## src/rtl/tick_timer_pkg.sv

```systemverilog
package tick_timer_pkg;
  localparam int MODE_W = 8;

  typedef struct packed {
    logic       wdt_off;    // bit 7
    logic       spare;      // bit 6
    logic       src_pin;    // bit 5
    logic       edge_fall;  // bit 4
    logic       pre_to_wdt; // bit 3
    logic [2:0] ratio;      // bits 2..0
  } mode_t;

  localparam mode_t MODE_RST = mode_t'({MODE_W{1'b1}});
endpackage

```

## src/rtl/pin_edge_sync.sv

```systemverilog
module pin_edge_sync #(
  parameter int STAGES = 2
) (
  input  logic clk,
  input  logic rst_n,
  input  logic pin,
  input  logic edge_fall,
  output logic evt
);
  logic [STAGES:0] sync_q;

  always_ff @(posedge clk) begin
    if (!rst_n) sync_q <= '0;
    else        sync_q <= {sync_q[STAGES-1:0], pin};
  end

  logic cur, prev;
  assign cur  = sync_q[STAGES-1];
  assign prev = sync_q[STAGES];
  assign evt  = edge_fall ? (prev & ~cur) : (cur & ~prev);
endmodule

```

## src/rtl/shared_prescaler.sv

```systemverilog
module shared_prescaler #(
  parameter int W = 8
) (
  input  logic       clk,
  input  logic       rst_n,
  input  logic       clr,
  input  logic       adv,
  input  logic [2:0] ratio,
  input  logic       to_wdt,
  output logic       tap
);
  localparam logic [W:0] ONE = {{W{1'b0}}, 1'b1};

  logic [W-1:0] pre_q;
  logic [3:0]   shamt;
  logic [W:0]   span;
  logic [W-1:0] mask;

  // watchdog owner divides by 2^code, counter owner by 2^(code+1)
  assign shamt = to_wdt ? {1'b0, ratio} : ({1'b0, ratio} + 4'd1);
  assign span  = (ONE << shamt) - ONE;
  assign mask  = span[W-1:0];
  assign tap   = adv && ((pre_q & mask) == mask);

  always_ff @(posedge clk) begin
    if (!rst_n)   pre_q <= '0;
    else if (clr) pre_q <= '0;
    else if (adv) pre_q <= pre_q + 1'b1;
  end
endmodule

```

## src/rtl/wdog_counter.sv

```systemverilog
module wdog_counter #(
  parameter int W = 8
) (
  input  logic clk,
  input  logic rst_n,
  input  logic en,
  input  logic clr,
  input  logic tick,
  output logic rst_pulse,
  output logic ok_flag
);
  localparam logic [W-1:0] LAST = {W{1'b1}};

  logic [W-1:0] cnt_q;

  always_ff @(posedge clk) begin
    if (!rst_n) begin
      cnt_q     <= '0;
      rst_pulse <= 1'b0;
      ok_flag   <= 1'b1;
    end else begin
      rst_pulse <= 1'b0;
      if (clr) begin
        cnt_q   <= '0;
        ok_flag <= 1'b1;
      end else if (!en) begin
        cnt_q <= '0;
      end else if (tick) begin
        if (cnt_q == LAST) begin
          cnt_q     <= '0;
          rst_pulse <= 1'b1;
          ok_flag   <= 1'b0;
        end else begin
          cnt_q <= cnt_q + 1'b1;
        end
      end
    end
  end
endmodule

```

## src/rtl/tick_timer_wdt.sv

```systemverilog
module tick_timer_wdt
  import tick_timer_pkg::*;
#(
  parameter int       CNT_W         = 8,
  parameter int       PRE_W         = 8,
  parameter int       WD_W          = 8,
  parameter int       SYNC_STAGES   = 2,
  parameter bit       WDT_ALWAYS_ON = 1'b0
) (
  input  logic              clk,
  input  logic              rst_n,
  input  logic              mode_wr,
  input  logic [MODE_W-1:0] mode_wdata,
  input  logic              cnt_wr,
  input  logic [CNT_W-1:0]  cnt_wdata,
  output logic [CNT_W-1:0]  cnt_value,
  input  logic              ext_pin,
  input  logic              clr_wdt,
  input  logic              sleep_req,
  input  logic              wdt_tick,
  output logic              wdt_reset,
  output logic              wdt_ok_flag
);
  mode_t mode_q;

  always_ff @(posedge clk) begin
    if (!rst_n)       mode_q <= MODE_RST;
    else if (mode_wr) mode_q <= mode_t'(mode_wdata);
  end

  logic pin_evt, src_evt, pre_adv, pre_clr, pre_tap;
  logic cnt_inc, wd_tick, wd_clr, wd_en;

  pin_edge_sync #(.STAGES(SYNC_STAGES)) u_sync (
    .clk(clk), .rst_n(rst_n), .pin(ext_pin),
    .edge_fall(mode_q.edge_fall), .evt(pin_evt)
  );

  assign src_evt = mode_q.src_pin ? pin_evt : 1'b1;
  assign wd_clr  = clr_wdt | sleep_req;
  assign pre_adv = mode_q.pre_to_wdt ? wdt_tick : src_evt;
  assign pre_clr = cnt_wr | (mode_q.pre_to_wdt & wd_clr);

  shared_prescaler #(.W(PRE_W)) u_pre (
    .clk(clk), .rst_n(rst_n), .clr(pre_clr), .adv(pre_adv),
    .ratio(mode_q.ratio), .to_wdt(mode_q.pre_to_wdt), .tap(pre_tap)
  );

  assign cnt_inc = mode_q.pre_to_wdt ? src_evt : pre_tap;
  assign wd_tick = mode_q.pre_to_wdt ? pre_tap : wdt_tick;
  assign wd_en   = WDT_ALWAYS_ON | ~mode_q.wdt_off;

  always_ff @(posedge clk) begin
    if (!rst_n)       cnt_value <= '0;
    else if (cnt_wr)  cnt_value <= cnt_wdata;
    else if (cnt_inc) cnt_value <= cnt_value + 1'b1;
  end

  wdog_counter #(.W(WD_W)) u_wd (
    .clk(clk), .rst_n(rst_n), .en(wd_en), .clr(wd_clr), .tick(wd_tick),
    .rst_pulse(wdt_reset), .ok_flag(wdt_ok_flag)
  );
endmodule

```

## config.mk

```make
export PLATFORM = sky130hd
export DESIGN_NAME = tick_timer_wdt
export DESIGN_NICKNAME = d
export VERILOG_FILES = /design/src/rtl/tick_timer_pkg.sv /design/src/rtl/pin_edge_sync.sv /design/src/rtl/shared_prescaler.sv /design/src/rtl/wdog_counter.sv /design/src/rtl/tick_timer_wdt.sv
export SDC_FILE = /design/constraint.sdc
export NUM_CORES = 1
export LEC_CHECK = 0
export BUFFER_PORTS_ARGS = -buffer_cell sky130_fd_sc_hd__buf_4
export CORE_ASPECT_RATIO = 0.9
export CORE_UTILIZATION = 50
export DETAILED_ROUTE_END_ITERATION = 12
export PLACE_DENSITY = 0.75
export SYNTH_ARGS = -nofsm -noshare
export SYNTH_HDL_FRONTEND = slang
export SYNTH_SLANG_ARGS = --single-unit
```

## constraint.sdc

```tcl
create_clock -name clk -period 2.9 [get_ports clk]
set_clock_uncertainty 0.15 [all_clocks]
set_input_delay 0.58 -clock clk [delete_from_list [all_inputs] [get_ports clk]]
set_output_delay 0.58 -clock clk [all_outputs]
set_load 0.02 [all_outputs]
```

# Word level (Yosys, flattened, before mapping)
# Index checks and enable logic that the tools add are counted.
# Widths: inputs -> output; s select.
# classes
addsub	5
eq_ne	2
shift	1
n_mux	10
n_bitwise	11
n_reduce_logical	7
# ops
op	n
$add 8x1->8 const B	3
$mux 8	3
$and 8x8->8	1
$eq 8x8->1	1
$eq 8x8->1 const B	1
$shl 1x4->8 const A	1
$sub 8x1->8 const B	1
$mux 1	6
$not 1->1	5
$add 3x1->4 const B	1
$mux 4	1
$reduce_or 2->1	2
$reduce_or 4->1	1
$and 1x1->1	3
$reduce_and 3->1	1
$reduce_or 3->1	1
$or 1x1->1	2
$reduce_bool 2->1	1
$logic_and 1x1->1	1
# word_totals
ff_bits	36
input_bits	24
output_inout_bits	10
wordCells	47

# Depth between registers and ports, before layout
# Gate-level depths: netlist (run 1).
# depth
word_depth	10
ltp_mapped	13

# Cells and area by module
# Synthesis (run 1) repeated with hierarchy kept, for this count alone.
# hier_totals
cells_unflattened	240
hier_area_um2	2063.2
# by_module_without_submodules
module	n_inst	cells_per_inst	area_per_inst_um2
shared_prescaler	1	102	794.5
tick_timer_wdt	1	81	715.7
wdog_counter	1	48	451.7
pin_edge_sync	1	9	101.3

# Least setup slack after synthesis (run 1)
# OpenSTA, ideal clock, no wires.
# synth_timing
path_type	reg2reg
from	register mode_q[1] (netlist name)
to	register u_wd.cnt_q[5]
setup_ns	0.070
arrival_ns	2.955
required_ns	2.680
path_slack_ns	-0.275
stages_incl_launch_ff	13
n_path_buf	0
period_less_slack_ns	3.175
cell_sequence	dfxtp_1 ha_1 nand2_1 o32a_1 or2_2 ha_1 inv_1 a311oi_2 xnor2_1 o211ai_1 o32a_1 or4_1 a21oi_1
# synth_between
elab_chain_len	8
# synth_lines
element	line	source
start: declaration	tick_timer_wdt.sv:24	mode_t mode_q;
start signal: assignment	tick_timer_wdt.sv:28	else if (mode_wr) mode_q <= mode_t'(mode_wdata);
$add 3x1->4	shared_prescaler.sv:20	assign shamt = to_wdt ? {1'b0, ratio} : ({1'b0, ratio} + 4'd1);
$mux 4 *	shared_prescaler.sv:20	
$shl 1x4->8 *	shared_prescaler.sv:21	assign span = (ONE << shamt) - ONE;
$sub 8x1->8 *	shared_prescaler.sv:21	
$and 8x8->8	shared_prescaler.sv:23	assign tap = adv && ((pre_q & mask) == mask);
$eq 8x8->1 *	shared_prescaler.sv:23	
$logic_and 1x1->1 *	shared_prescaler.sv:23	
$mux 1 *	tick_timer_wdt.sv:50	assign wd_tick = mode_q.pre_to_wdt ? pre_tap : wdt_tick;
end signal: assignment	wdog_counter.sv:34	cnt_q <= cnt_q + 1'b1;
end: declaration	wdog_counter.sv:14	logic [W-1:0] cnt_q;
# Mark *: on every way between the ends. The rest lies on a longest branch, timed or not.
# A chain may end at the register's enable or synchronous reset.

# Worst setup path after layout (run 1)
# layout_timing
from	register mode_q[0] (netlist name)
to	register u_wd.cnt_q[5]
# Same word-level chain as after synthesis.

==> run metrics, run 1 <==
Final Slew Violations 0; Die Wd 67.1 um; PD cells 443 nW/um2; CP Launch Point mode_q[0]$_SDFFE_PN1P_; TritonCTS buffer count 5; synth warn 0; Seq cells post-synth 36; crit-path max cell delay 0.50 ns; M1 wire length 2160 um; run status complete, but fails checks; antenna violations before repair 0; Max-Cap Viols 0; CTS max path bufs 2; Mean Syn Cell Area 8.21 um2; # DRC 0; # diodes 0; Tcrit/Tclk final 1.06; reg2reg start mode_q[0]$_SDFFE_PN1P_; Worst Min Path Start u_sync.sync_q[0]$_SDFF_PN0_; Layout Nets 322; Top Layer Used met4; DRT Wirelength 5080 um; Yosys cell types 45; Tightest Pin Transition 0.701 ns; synth-to-layout area growth 44.1%; routed wl met2 2630 um; Synth top area share 0.378; post-DR wirelength/cell 15.0 um; vias in the first global route 1759; area of the mapped netlist 1900 um2; Post-synth EDFFs 0; ys flop type dfxtp_1; total congestion overflow 0; Yosys top cell by area dfxtp_1; layout cells sized above 1 0.357; Period minus WS final 3.08 ns; RSZ-0062 raised after global routing true; crit path kind reg -> reg; Max FO, Critical Path 6; Fin Hold WS 0.300 ns; detailed placer's ending HPWL 3020 um; Hold Path Class reg -> reg; Gate Count Post-Synth 232; Overall Power 1.22 mW; final instance area 2740 um2; vias after detailed routing 1950; Port Buffers 32; number of nets with antenna violations after routing 0; final setup fails 16; Lkg Pwr 1.08 nW; peak supply drop 402 uV; GR Util All Layers 0.254; CP startpoint kind flop; DP Area 2370 um2; FMAX 0.324 GHz; failing checks setup timing; synthesized net count 261; register area share after synthesis 0.378; WP data arrival 3.17 ns; largest net degree at the start of global routing 21; setup slack after layout -0.183 ns; Clock Latency Late Sink 0.29 ns; first-pass GRT wire length 7620 um; Die Height 60.5 um; Critical path buffers and inverters 2; Initial Util 0.544; cell family with most CP delay compound AO/OA/AOI/OAI gates; CTS Sinks 36; Die ar. 4060 um2; CP Capture Type flop; htree depth 2; CP Data Required Time 2.98 ns; CP max stage cell or4_4; Setup TNS -1.35 ns; Clock transition at path regs 0.08 ns; leading post-synthesis cells by cell area dfxtp_1 (38%), o21ai_0 (5.0%), mux2i_1 (4.2%); WL met3 177 um; CTS tree built; io pins 34; routed vias/inst 5.77; CTS root buffer clkbuf_8; worst-path cell chain buf_6 > and2_4 > o32a_1 > or2_4 > ha_4 > buf_4 > xnor2_4 > o21ai_4 > o32a_4 > or4_4 > a21oi_2; GPL Wtd Cong 0.809; Post-synth ARST share 0; slew margin rel. 0.530; DR iter-0 viols 118; first-pass iteration count of the detailed router 4; Core ar. 3500 um2; # rows 20; Fin. Hold Viols 0
path summary, 6_finish.rpt:
path	to	slack, ns	depth (start not counted)
max	u_wd.cnt_q[5]$_SDFFE_PP0P_	-0.18	11
min	u_sync.sync_q[1]$_SDFF_PN0_	0.30	1
max reg2reg	u_wd.cnt_q[5]$_SDFFE_PP0P_	-0.18	11
min reg2reg	u_sync.sync_q[1]$_SDFF_PN0_	0.30	1
state kept, by name (all words and copies together) (netlist names):
| register | count |
|---|---|
| cnt_value | 8 |
| mode_q | 7 |
| u_pre.pre_q | 8 |
| u_sync.sync_q | 3 |
| u_wd.cnt_q | 8 |
| u_wd.ok_flag | 1 |
| u_wd.rst_pulse | 1 |
layout by cell type (no fill, tap or decap), types with 3 or more instances in the layout:
cell type | synthesis | routed
a21o_1 | 4 | 4
a21oi_1 | 14 | 9
a21oi_2 | 0 | 5
a31oi_1 | 6 | 6
and2_1 | 4 | 4
and3_1 | 5 | 5
and4_1 | 3 | 3
buf_4 | 1 | 57
buf_6 | 0 | 5
clkbuf_8 | 0 | 5
dfxtp_1 | 36 | 34
ha_1 | 5 | 3
inv_1 | 14 | 13
mux2i_1 | 8 | 8
nand2_1 | 18 | 17
nand3_1 | 10 | 8
nand4_1 | 4 | 4
nor2_1 | 19 | 19
o211ai_1 | 4 | 4
o21ai_0 | 19 | 14
o21ai_2 | 1 | 4
or3_1 | 7 | 5
xnor2_1 | 6 | 4
xor2_1 | 4 | 4
stage by stage:
stage	setup WS (ns)	cells	utilization
2_1_floorplan	0.0112	232	-
3_3_place_gp	-0.129	321	0.678
3_5_place_dp	-0.223	321	0.678
4_1_cts	-0.159	336	0.742
5_1_grt	-0.274	338	0.783
6_report	-0.183	338	0.783
worst reg2reg max path: stages (launching register included):
cell	delay [ns]
dfxtp_4	0.36
buf_6	0.12
and2_4	0.15
o32a_1	0.35
or2_4	0.27
ha_4	0.17
buf_4	0.15
xnor2_4	0.16
o21ai_4	0.11
o32a_4	0.43
or4_4	0.51
a21oi_2	0.12
repair_timing:
item,in CTS,in global routing
pin swaps,9,23
resized for setup,15,26
gates cloned,2,0
setup endpoints to repair,18,18
hold buffers,0,0
buffers inserted,5,2
synthesized netlist by cell type (all sizes together), types with 2 or more instances:
| cell | number |
|---|---|
| nor3 | 2 |
| and2 | 5 |
| nand3 | 10 |
| clkbuf | 4 |
| a31oi | 6 |
| o211ai | 4 |
| a21oi | 14 |
| dfxtp | 36 |
| o21ai | 20 |
| mux2i | 8 |
| xnor2 | 6 |
| and4 | 3 |
| xor2 | 4 |
| nor2b | 2 |
| nand4 | 4 |
| buf | 6 |
| o21bai | 2 |
| nor2 | 19 |
| o32a | 3 |
| o31ai | 3 |
| nand2 | 18 |
| or3 | 7 |
| or4 | 2 |
| and3 | 5 |
| ha | 5 |
| a21o | 4 |
| inv | 14 |
| or2 | 4 |
cells by family after synthesis:
logic type                 share of synthesized area
DFF                                            0.378
buffers and inverters                         0.0519
adders and majority gates                     0.0329
and+or+nand+nor                                0.237
muxes                                         0.0421
xor gates and xnor gates                      0.0460
AOI/OAI and AO/OA                              0.212
routing by layer:
layer,vias up,GRT usage
met5,-,0
met4,0,0.0973
met3,11,0.0771
met2,39,0.446
met1,941,0.291
li1,959,-
where the power goes:
part | internal [mW] | total [mW] | switching [mW]
combinational | 0.128 | 0.248 | 0.119
sequential | 0.510 | 0.527 | 0.0172
clock | 0.255 | 0.441 | 0.186
total | 0.894 | 1.22 | 0.322
layout make-up:
cell class | instances | area [um2]
multi-input cells | 173 | 1290
fillers | 244 | 759
flip-flops and latches | 36 | 728
repair buffers | 63 | 504
clock buffers | 6 | 72.6
inverters | 14 | 55.1
clock inverters | 2 | 35.0
well taps | 44 | 55.1
Power figures use the tool's default switching activity.
==> inputs of run 2 (changes only) <==
Settings changed: CTS_BUF_LIST from default to sky130_fd_sc_hd__clkbuf_16, SKIP_CTS_REPAIR_TIMING from default to 1.
==> run 2 against run 1 <==
  * Sequential power is essentially flat
  * Via count shrank 2.3%
  * The run still ends with setup timing left
  * Fmax up 1.2%
  * Highest routed layer unchanged
==> run metrics, run 2 (synthesized netlist as in run 1, its figures left out) <==
run status complete, but fails checks; failing checks setup timing; Core ar. 3500 um2 (unchanged); Tcrit/Tclk final 1.05 (-0.0129); TritonCTS buffer count 5 (unchanged); routed vias/inst 5.71 (-1.1%); largest net degree at the start of global routing 21 (unchanged); Inst Count DP 321 (unchanged); met2 usage 0.401 (-0.0443); GR Util All Layers 0.228 (-0.0265); Initial Util 0.544 (unchanged); detailed placer's ending HPWL 3020 um (unchanged); setup slack after layout -0.146 ns (+0.0374 ns); commonest non-fill, non-tap cells in the layout buf_4 (54), dfxtp_1 (34), nor2_1 (18), nand2_1 (17); GPL Wtd Cong 0.809 (unchanged); Clock transition at path regs 0.06 ns (-0.02 ns); CP Data Required Time 2.97 ns (about the same); Tightest Pin Transition 0.682 ns (-0.0190 ns); total congestion overflow 0 (unchanged); synth-to-layout area growth 43.7%; vias in the first global route 1679 (-4.5%); # DRC 0 (unchanged); Die Height 60.5 um (unchanged); layout cells sized above 1 0.348 (-0.00887); peak supply drop 362 uV (-10%); post-DR wirelength/cell 14.0 um (-6.7%); first-pass GRT wire length 7000 um (-8.1%); Hold Path Class reg -> reg; vias after detailed routing 1906 (-2.3%); Finished Layout Cells 334 (-1.2%); slew margin rel. 0.543 (+0.0127); final setup fails 13 (-3); WP data arrival 3.11 ns (-0.06 ns); met1 Use GR 0.276 (-0.0156); CTS Sinks 36 (unchanged); Lkg Pwr 1.09 nW (+0.82%); Final Slew Violations 0 (unchanged); FMAX 0.328 GHz (+1.2%); CTS max path bufs 2 (unchanged); CTS tree built; Die ar. 4060 um2 (unchanged); Period minus WS final 3.05 ns (-0.0374 ns); antenna violations before repair 0 (unchanged); Fin. Hold Viols 0 (unchanged); commonest non-fill, non-tap cell in the layout buf_4; DR iter-0 viols 79 (-33%); DRT Wirelength 4680 um (-7.8%); Clock Latency Late Sink 0.28 ns (about the same); crit path kind reg -> reg; CP startpoint kind flop; htree depth 2 (unchanged); CP Capture Type flop; Layout Nets 318 (-1.2%); GR Layer Usage met3 0.0451 (-0.0320); PD cells 500 nW/um2 (+13%); number of nets with antenna violations after routing 0 (unchanged); # diodes 0 (unchanged); # rows 20 (unchanged); busiest layer in global routing met2; Port Buffers 32 (unchanged); io pins 34 (unchanged); RSZ-0062 raised after global routing true; top flop regs cnt_value (8), u_pre.pre_q (8), u_wd.cnt_q (8); Max FO, Critical Path 6 (unchanged); pre-CTS WS -0.223 ns (unchanged); first-pass iteration count of the detailed router 4 (unchanged); Die Wd 67.1 um (unchanged); CTS root buffer clkbuf_16; Max-Cap Viols 0 (unchanged)
-- run 2: cell types whose count changed in the layout (fill, tap and decap cells not counted), moves of 2 or more --
cell | previous run | this run
clkbuf_16 | 0 | 5
nand3_1 | 8 | 10
buf_4 | 57 | 54
clkbuf_8 | 5 | 0
nand3_2 | 2 | 0
-- run 2: worst paths after layout --
path                          startpoint                           to  slack, ns  cells past startpoint
min          u_sync.sync_q[0]$_SDFF_PN0_  u_sync.sync_q[1]$_SDFF_PN0_       0.32                      1
max               mode_q[1]$_SDFFE_PN1P_   u_wd.cnt_q[5]$_SDFFE_PP0P_      -0.15                     12
min reg2reg  u_sync.sync_q[0]$_SDFF_PN0_  u_sync.sync_q[1]$_SDFF_PN0_       0.32                      1
max reg2reg       mode_q[1]$_SDFFE_PN1P_   u_wd.cnt_q[5]$_SDFFE_PP0P_      -0.15                     12
-- run 2: routing by layer --
metal  wire length [um]  vias up
met3                217        6
li1                   -      949
met5                  0        -
met1               2050      900
met2               2360       51
met4                 57        0
-- run 2: stage by stage --
stage	instance area [um2]	hold WS, ns	util	power [mW]	setup TNS, ns
2_1_floorplan	1960	0.262	-	0.656	0
3_3_place_gp	2370	0.265	0.678	0.735	-0.778
3_5_place_dp	2370	0.285	0.678	0.739	-1.65
4_1_cts	2540	0.300	0.724	1.34	-2.08
5_1_grt	2740	0.325	0.781	1.42	-2.57
6_report	2740	0.315	0.781	1.37	-0.883
-- run 2: layout make-up --
type | count | area (um2)
Clock buffer | 5 | 125
Fill cell | 239 | 767
Clock inverter | 3 | 38.8
Inverter | 14 | 55.1
Timing Repair Buffer | 59 | 462
Multi-Input combinational cell | 173 | 1270
Sequential cell | 36 | 726
Tap cell | 44 | 55.1
-- run 2: worst max-delay path: stages, from the launching register on --
cell      delay [ns]
dfxtp_4         0.36
ha_4            0.16
or2_4           0.12
o21ai_2         0.06
a32oi_2         0.25
ha_4            0.19
inv_4           0.04
a311oi_4        0.26
xnor2_1         0.16
o211ai_1        0.20
o32a_4          0.40
or4_4           0.52
a21oi_2         0.13
-- run 2: report_power, final --
part           internal, mW  switching [mW]  leakage (nW)  total, mW
Combinational         0.124           0.115         0.713      0.239
Sequential            0.512          0.0174         0.294      0.529
Clock                 0.400           0.200        0.0850      0.600
